[config.mk]
export PLATFORM = sky130hd
export DESIGN_NAME = burst_addr_gen
export DESIGN_NICKNAME = d
export VERILOG_FILES = /design/src/rtl/burst_pkg.sv /design/src/rtl/burst_load_ctl.sv /design/src/rtl/burst_beat_ctr.sv /design/src/rtl/burst_addr_map.sv /design/src/rtl/burst_addr_gen.sv
export SDC_FILE = /design/constraint.sdc
export NUM_CORES = 1
export LEC_CHECK = 0
export BUFFER_PORTS_ARGS = -buffer_cell sky130_fd_sc_hd__buf_2
export CORE_UTILIZATION = 40
export CTS_BUF_LIST = sky130_fd_sc_hd__clkbuf_2 sky130_fd_sc_hd__clkbuf_4 sky130_fd_sc_hd__clkbuf_8
export DETAILED_ROUTE_END_ITERATION = 16
export GPL_ROUTABILITY_DRIVEN = 0
export GPL_TIMING_DRIVEN = 1
export PLACE_DENSITY = 0.75
export SLEW_MARGIN = 20
export SYNTH_ARGS = -nofsm -noshare
export SYNTH_HDL_FRONTEND = slang
export SYNTH_SLANG_ARGS = --single-unit
[constraint.sdc]
create_clock -name clk -period 2 [get_ports clk]
set_input_delay 0 -clock clk [delete_from_list [all_inputs] [get_ports clk]]
set_output_delay 0 -clock clk [all_outputs]
set_load 0.02 [all_outputs]
[src/rtl/burst_pkg.sv]
// Package: shared types and constants for the burst address sequencer.
package burst_pkg;
    localparam int BURST_LEN = 4;
    localparam int BEAT_W    = $clog2(BURST_LEN);

    typedef enum logic {
        ORD_LINEAR     = 1'b0,
        ORD_INTERLEAVE = 1'b1
    } order_e;
endpackage

[src/rtl/burst_load_ctl.sv]
// burst_load_ctl: decides whether this edge captures a new base address.
// Assumes both strobes share one address bus; the processor strobe is
// examined first, so exactly one capture results when both are active.
module burst_load_ctl (
    input  logic qualify,
    input  logic strobe_p,
    input  logic strobe_c,
    output logic load
);
    // Priority decode of the two strobes, gated by qualify.
    always_comb begin
        load = 1'b0;
        if (qualify && strobe_p) begin
            load = 1'b1;
        end else if (qualify && strobe_c) begin
            load = 1'b1;
        end
    end
endmodule

[src/rtl/burst_beat_ctr.sv]
// burst_beat_ctr: beat counter for one burst. It clears on a load and
// steps on advance, wrapping modulo the burst length.
// Assumes the load input already carries the strobe priority.
module burst_beat_ctr
    import burst_pkg::*;
(
    input  logic              clk,
    input  logic              rst_n,
    input  logic              load,
    input  logic              advance,
    output logic [BEAT_W-1:0] beat,
    output logic              last
);
    localparam logic [BEAT_W-1:0] BEAT_LAST = BEAT_W'(BURST_LEN - 1);

    // Beat register: reset, restart on a load, step on advance, else hold.
    always_ff @(posedge clk) begin
        if (!rst_n) begin
            beat <= '0;
        end else if (load) begin
            beat <= '0;
        end else if (advance) begin
            beat <= beat + BEAT_W'(1);
        end
    end

    // Last-beat decode.
    always_comb last = (beat == BEAT_LAST);
endmodule

[src/rtl/burst_addr_map.sv]
// burst_addr_map: combines the stored base low bits with the beat count
// for the selected order. It is combinational only.
// Linear order adds modulo 2^BEAT_W. Interleaved order XORs bit by bit.
module burst_addr_map
    import burst_pkg::*;
(
    input  order_e            order,
    input  logic [BEAT_W-1:0] base_lo,
    input  logic [BEAT_W-1:0] beat,
    output logic [BEAT_W-1:0] addr_lo
);
    logic [BEAT_W-1:0] lin_lo;
    logic [BEAT_W-1:0] ilv_lo;

    // Linear variant: wrapping add, with no carry out of the field.
    always_comb lin_lo = base_lo + beat;

    // Interleaved variant: one XOR per address bit.
    for (genvar i = 0; i < BEAT_W; i++) begin : g_ilv
        assign ilv_lo[i] = base_lo[i] ^ beat[i];
    end

    // Order select.
    always_comb addr_lo = (order == ORD_INTERLEAVE) ? ilv_lo : lin_lo;
endmodule

[src/rtl/burst_addr_gen.sv]
// burst_addr_gen: top level of the burst word address sequencer.
// It holds the captured base address and leaves the beat counting and the
// order mapping to its submodules.
// Assumes order_sel changes only together with a load, or between bursts.
module burst_addr_gen
    import burst_pkg::*;
#(
    parameter int ADDR_W = 20
) (
    input  logic              clk,
    input  logic              rst_n,
    input  logic              order_sel,
    input  logic              qualify,
    input  logic              strobe_p,
    input  logic              strobe_c,
    input  logic              advance,
    input  logic [ADDR_W-1:0] addr_in,
    output logic [ADDR_W-1:0] word_addr,
    output logic              last_beat
);
    logic              load;
    logic [BEAT_W-1:0] beat;
    logic [BEAT_W-1:0] addr_lo;
    logic [ADDR_W-1:0] base_q;
    order_e            order;

    // Cast the plain order pin to the typed enum.
    always_comb order = order_e'(order_sel);

    burst_load_ctl u_load (
        .qualify  (qualify),
        .strobe_p (strobe_p),
        .strobe_c (strobe_c),
        .load     (load)
    );

    burst_beat_ctr u_beat (
        .clk     (clk),
        .rst_n   (rst_n),
        .load    (load),
        .advance (advance),
        .beat    (beat),
        .last    (last_beat)
    );

    // Base address register: captured on a qualified strobe.
    always_ff @(posedge clk) begin
        if (!rst_n) begin
            base_q <= '0;
        end else if (load) begin
            base_q <= addr_in;
        end
    end

    burst_addr_map u_map (
        .order   (order),
        .base_lo (base_q[BEAT_W-1:0]),
        .beat    (beat),
        .addr_lo (addr_lo)
    );

    // Output address: fixed upper bits, mapped low bits.
    always_comb word_addr = {base_q[ADDR_W-1:BEAT_W], addr_lo};
endmodule

==> results by stage <==
Run status:
- The run finished with clean final reports.

Power:
- Of the total power, combinational logic draws 0.196.
- The analysis attributes to cell leakage a power of a little over 0.7 nW.
- The switching power total is ~0.25 mW.
- The sum of internal, switching and leakage power is roughly 1 mW.
- The largest vdd supply drop is ~0.00043 V.
- The net switching share of the total power is 0.247.
- The power share of the clock group is 0.332.
- The fraction of power consumed by sequential logic is 0.473.
- Cell internal power was estimated by the tool at roughly 0.76 mW.
- The power per cell area is 713 mW/mm².

Yosys:
- The library cell with the largest summed area after synthesis is dfxtp_1.
- The number of warnings issued by yosys is 0.
- The register bit total from synthesis is 22.
- Counting every instance in the synthesized netlist gives 118.
- By area the synthesized netlist is led by dfxtp_1 (40%), mux2i_1 (19%), nand2_1 (14%).
- The post-synth net total is ~150.
- The number of different library cells used by synthesis comes to 13.
- After synthesis, the mean cell area works out to ~9.3 µm².
- The share of the yosys chip area belonging to registers is 0.400.
- Of the post-synthesis cell area, the dominant cell type holds 0.400.
- The post-synthesis instance area is between 0.001 and 0.0015 mm².

Setup path:
- The worst register-to-register path begins at u_beat.beat[0]$_SDFFE_PP0P_.
- Grouping stages by cell kind, the critical path spends the most delay in flip-flops.
- The signal on the critical path passes through ha_1, nor2b_1, xnor2_1, buf_2.
- Together, buffers and inverters on the worst path number 1.
- In this run the worst path has a maximum fanout of 3.
- The critical path's slowest cell is dfxtp_1.
- The peak per-stage delay on the critical path is about 0.4 ns.
- The critical path launch point type is a flop.
- The worst endpoint data arrival time is 1.30 ns.
- The endpoint kind of the worst setup timing path is an output port.
- For the worst setup path, the data required time is 2.00 ns.
- The worst setup slack for register-to-register paths is 1.01 ns.
- The number of cells on the worst reg-to-reg path is 3.
- The endpoint of the lowest-slack register-to-register path is u_beat.beat[1]$_SDFFE_PP0P_.
- The worst setup path category is reg2out.

Min path:
- The class of the tightest hold or removal check is in2reg.
- Along the worst hold path, the cell count comes to 3.
- The startpoint identified for the worst hold timing path is advance.
- For hold timing, the worst endpoint is u_beat.beat[0]$_SDFFE_PP0P_.

Floorplan:
- The floorplan step set the die height to roughly 54 µm.
- The initial utilization of the core area, before any placement, comes to 0.432.
- The core region area is about 0.0025 mm².
- The die width is roughly 54 µm.
- During I/O placement, the number of pins put on the boundary was 48.
- The number of core rows is 18.
- The die covers 0.00296 mm².

Timing:
- The time the final worst path needs with I/O delays and setup is roughly 1.3 ns.
- Across all hold checks on the routed design, the worst slack comes to 0.0268 ns.
- Setup repair after global routing left no endpoint under its margin.
- Setup violations remaining at the end of the flow were counted as 0.
- For the pin with the worst max-slew slack, the measured transition is approximately 0.65 ns.
- Derived from the worst setup path, the maximum achievable clock frequency is about 770 MHz.
- The final number of hold-violating endpoints is 0.
- After routing, the total negative slack on setup checks comes to 0 ns.
- The final clock period utilization by the worst path is 0.652.
- The number of pins exceeding their max-slew limit in the final report is 0.
- The relative slew slack is 0.564.
- Clock skew on the completed layout was measured at slightly below 0.0001 ns.

Clock tree:
- The clock latency on the worst-skew pair is 0.29 ns.
- The clock net in this run drives a total of 22 sinks.
- In this run the number of H-tree levels came out at 1.
- The clock transition time at the flip-flop clock pins of the worst setup and hold paths is approximately 0.12 ns.
- The tree is rooted in a clkbuf_4.
- The post-CTS setup buffer count is 0.
- The number of buffers inserted during clock tree synthesis is 3.
- The clock tree from TritonCTS is yes.
- The longest clock path from root to sink contains 2 buffers.

Run:
- Max-cap violations in this run came to 0.

Finish:
- The most common library cell in the layout ignoring fill and taps is buf_2.
- The final core utilization is 0.559.
- The fraction of layout cells with a size suffix above 1 is 0.329.
- 0 antenna diodes ended up in the layout.
- The layout net count is 194.
- The area added between synthesis and finish is 29.5%.
- The top cell types in the final layout, fill and taps aside, are buf_2 (47), nand2_1 (40), dfxtp_1 (22), mux2i_1 (21), dlygate4sd3_1 (20).

Route:
- The via-per-instance ratio is about 4.5.
- Dividing the detail-routed wire length by the instance count gives 11.5 µm.
- The number of vias after detailed routing is ~870.
- Summed over all layers, the routed wires come to ~2200 µm.
- The count of TritonRoute iterations in the first routing pass is 2.
- The count of routing violations after the opening detailed-route iteration is 5.
- The count of nets left with antenna violations once routing finished came out at 0.
- For this run, design rule violations remaining after detail routing come to 0.

GRT:
- Across every metal layer, demand over resource in global routing totals 0.156.
- The via count of the first global-routing pass is between 800 and 900.
- Entering global routing, the biggest net connects 43 pins.
- The initial antenna violation count is 0.
- The leftover overflow at the end of global routing is 0.
- The global-route wire length before repair is around 3300 µm.

Place:
- The count of input and output buffers is between 40 and 50.
- The wire-length estimate of the detail-placed layout is roughly 1400 µm.
-- Yosys cell counts (all sizes together) --
cell type and number:
nor2b 1, o21a 1, dfxtp 22, nand2 40, clkbuf 2, ha 2, mux2i 21, buf 24
xnor2 3, nor3b 2
-- cell families after synthesis --
logic type	share of synthesized area
buffers and inverters	0.190
xor gates and xnor gates	0.0239
AOI/OAI and AO/OA	0.00683
and+or+nand+nor	0.165
DFF	0.400
muxes	0.191
adders and majority gates	0.0227
-- worst min-delay path: cells and delay by family --
kind / cells / cell delay [ns]
xor gates and xnor gates: 1 / 0.13
buffers and inverters: 1 / 0.11
and+or+nand+nor: 1 / 0.05
-- registers in the layout, summed over array words and instances (netlist names) --
register / flops
u_beat.beat: 2
base_q: 20
-- metrics by stage --
step                      std cells  area, µm²  setup slack, ns
after floorplan                 118       1100             1.00
after global placement          170       1170             1.06
after detailed placement        170       1170             1.01
after CTS                       194       1420            0.687
after global routing            194       1420            0.596
final                           194       1420            0.696
-- repair_timing --
item                                   CTS  global route
endpoints found under the hold margin   20             0
hold buffers                            20             0
gates resized for setup                  0             0
-- area by class of cell --
type / instances / area (µm²)
Multi-Input combinational cell: 70 / 450
Tap cell: 30 / 37.5
Clock buffer: 3 / 22.5
Timing Repair Buffer: 68 / 443
Clock inverter: 1 / 30.0
Sequential cell: 22 / 440
Fill cell: 227 / 1120
-- power groups by stage --
stage | clock network [mW] | logic (mW) | registers (mW)
2_1_floorplan | 0 | 0.153 | 0.487
3_3_place_gp | 0 | 0.162 | 0.488
6_report | 0.337 | 0.199 | 0.480
4_1_cts | 0.346 | 0.198 | 0.480
3_5_place_dp | 0 | 0.169 | 0.490
5_1_grt | 0.370 | 0.216 | 0.485
-- worst max-delay path by stage --
stage                                            from                          end  slack [ns]  cells after the start
after floorplan           u_beat.beat[0]$_SDFFE_PP0P_                 word_addr[1]        1.00                      3
after global placement    u_beat.beat[0]$_SDFFE_PP0P_  u_beat.beat[1]$_SDFFE_PP0P_        1.06                      3
after detailed placement  u_beat.beat[0]$_SDFFE_PP0P_  u_beat.beat[1]$_SDFFE_PP0P_        1.01                      3
after CTS                 u_beat.beat[0]$_SDFFE_PP0P_                 word_addr[1]        0.69                      4
after global routing      u_beat.beat[0]$_SDFFE_PP0P_                 word_addr[1]        0.60                      4
final                     u_beat.beat[0]$_SDFFE_PP0P_                 word_addr[1]        0.70                      4
-- routing by layer --
metal	global-route usage	routed length [µm]	up-vias
met4	0.0513	0	0
met2	0.327	1190	34
li1	-	-	447
met1	0.144	944	385
met5	0	0	-
met3	0.0333	110	0
(Power assumes the default switching activity.)
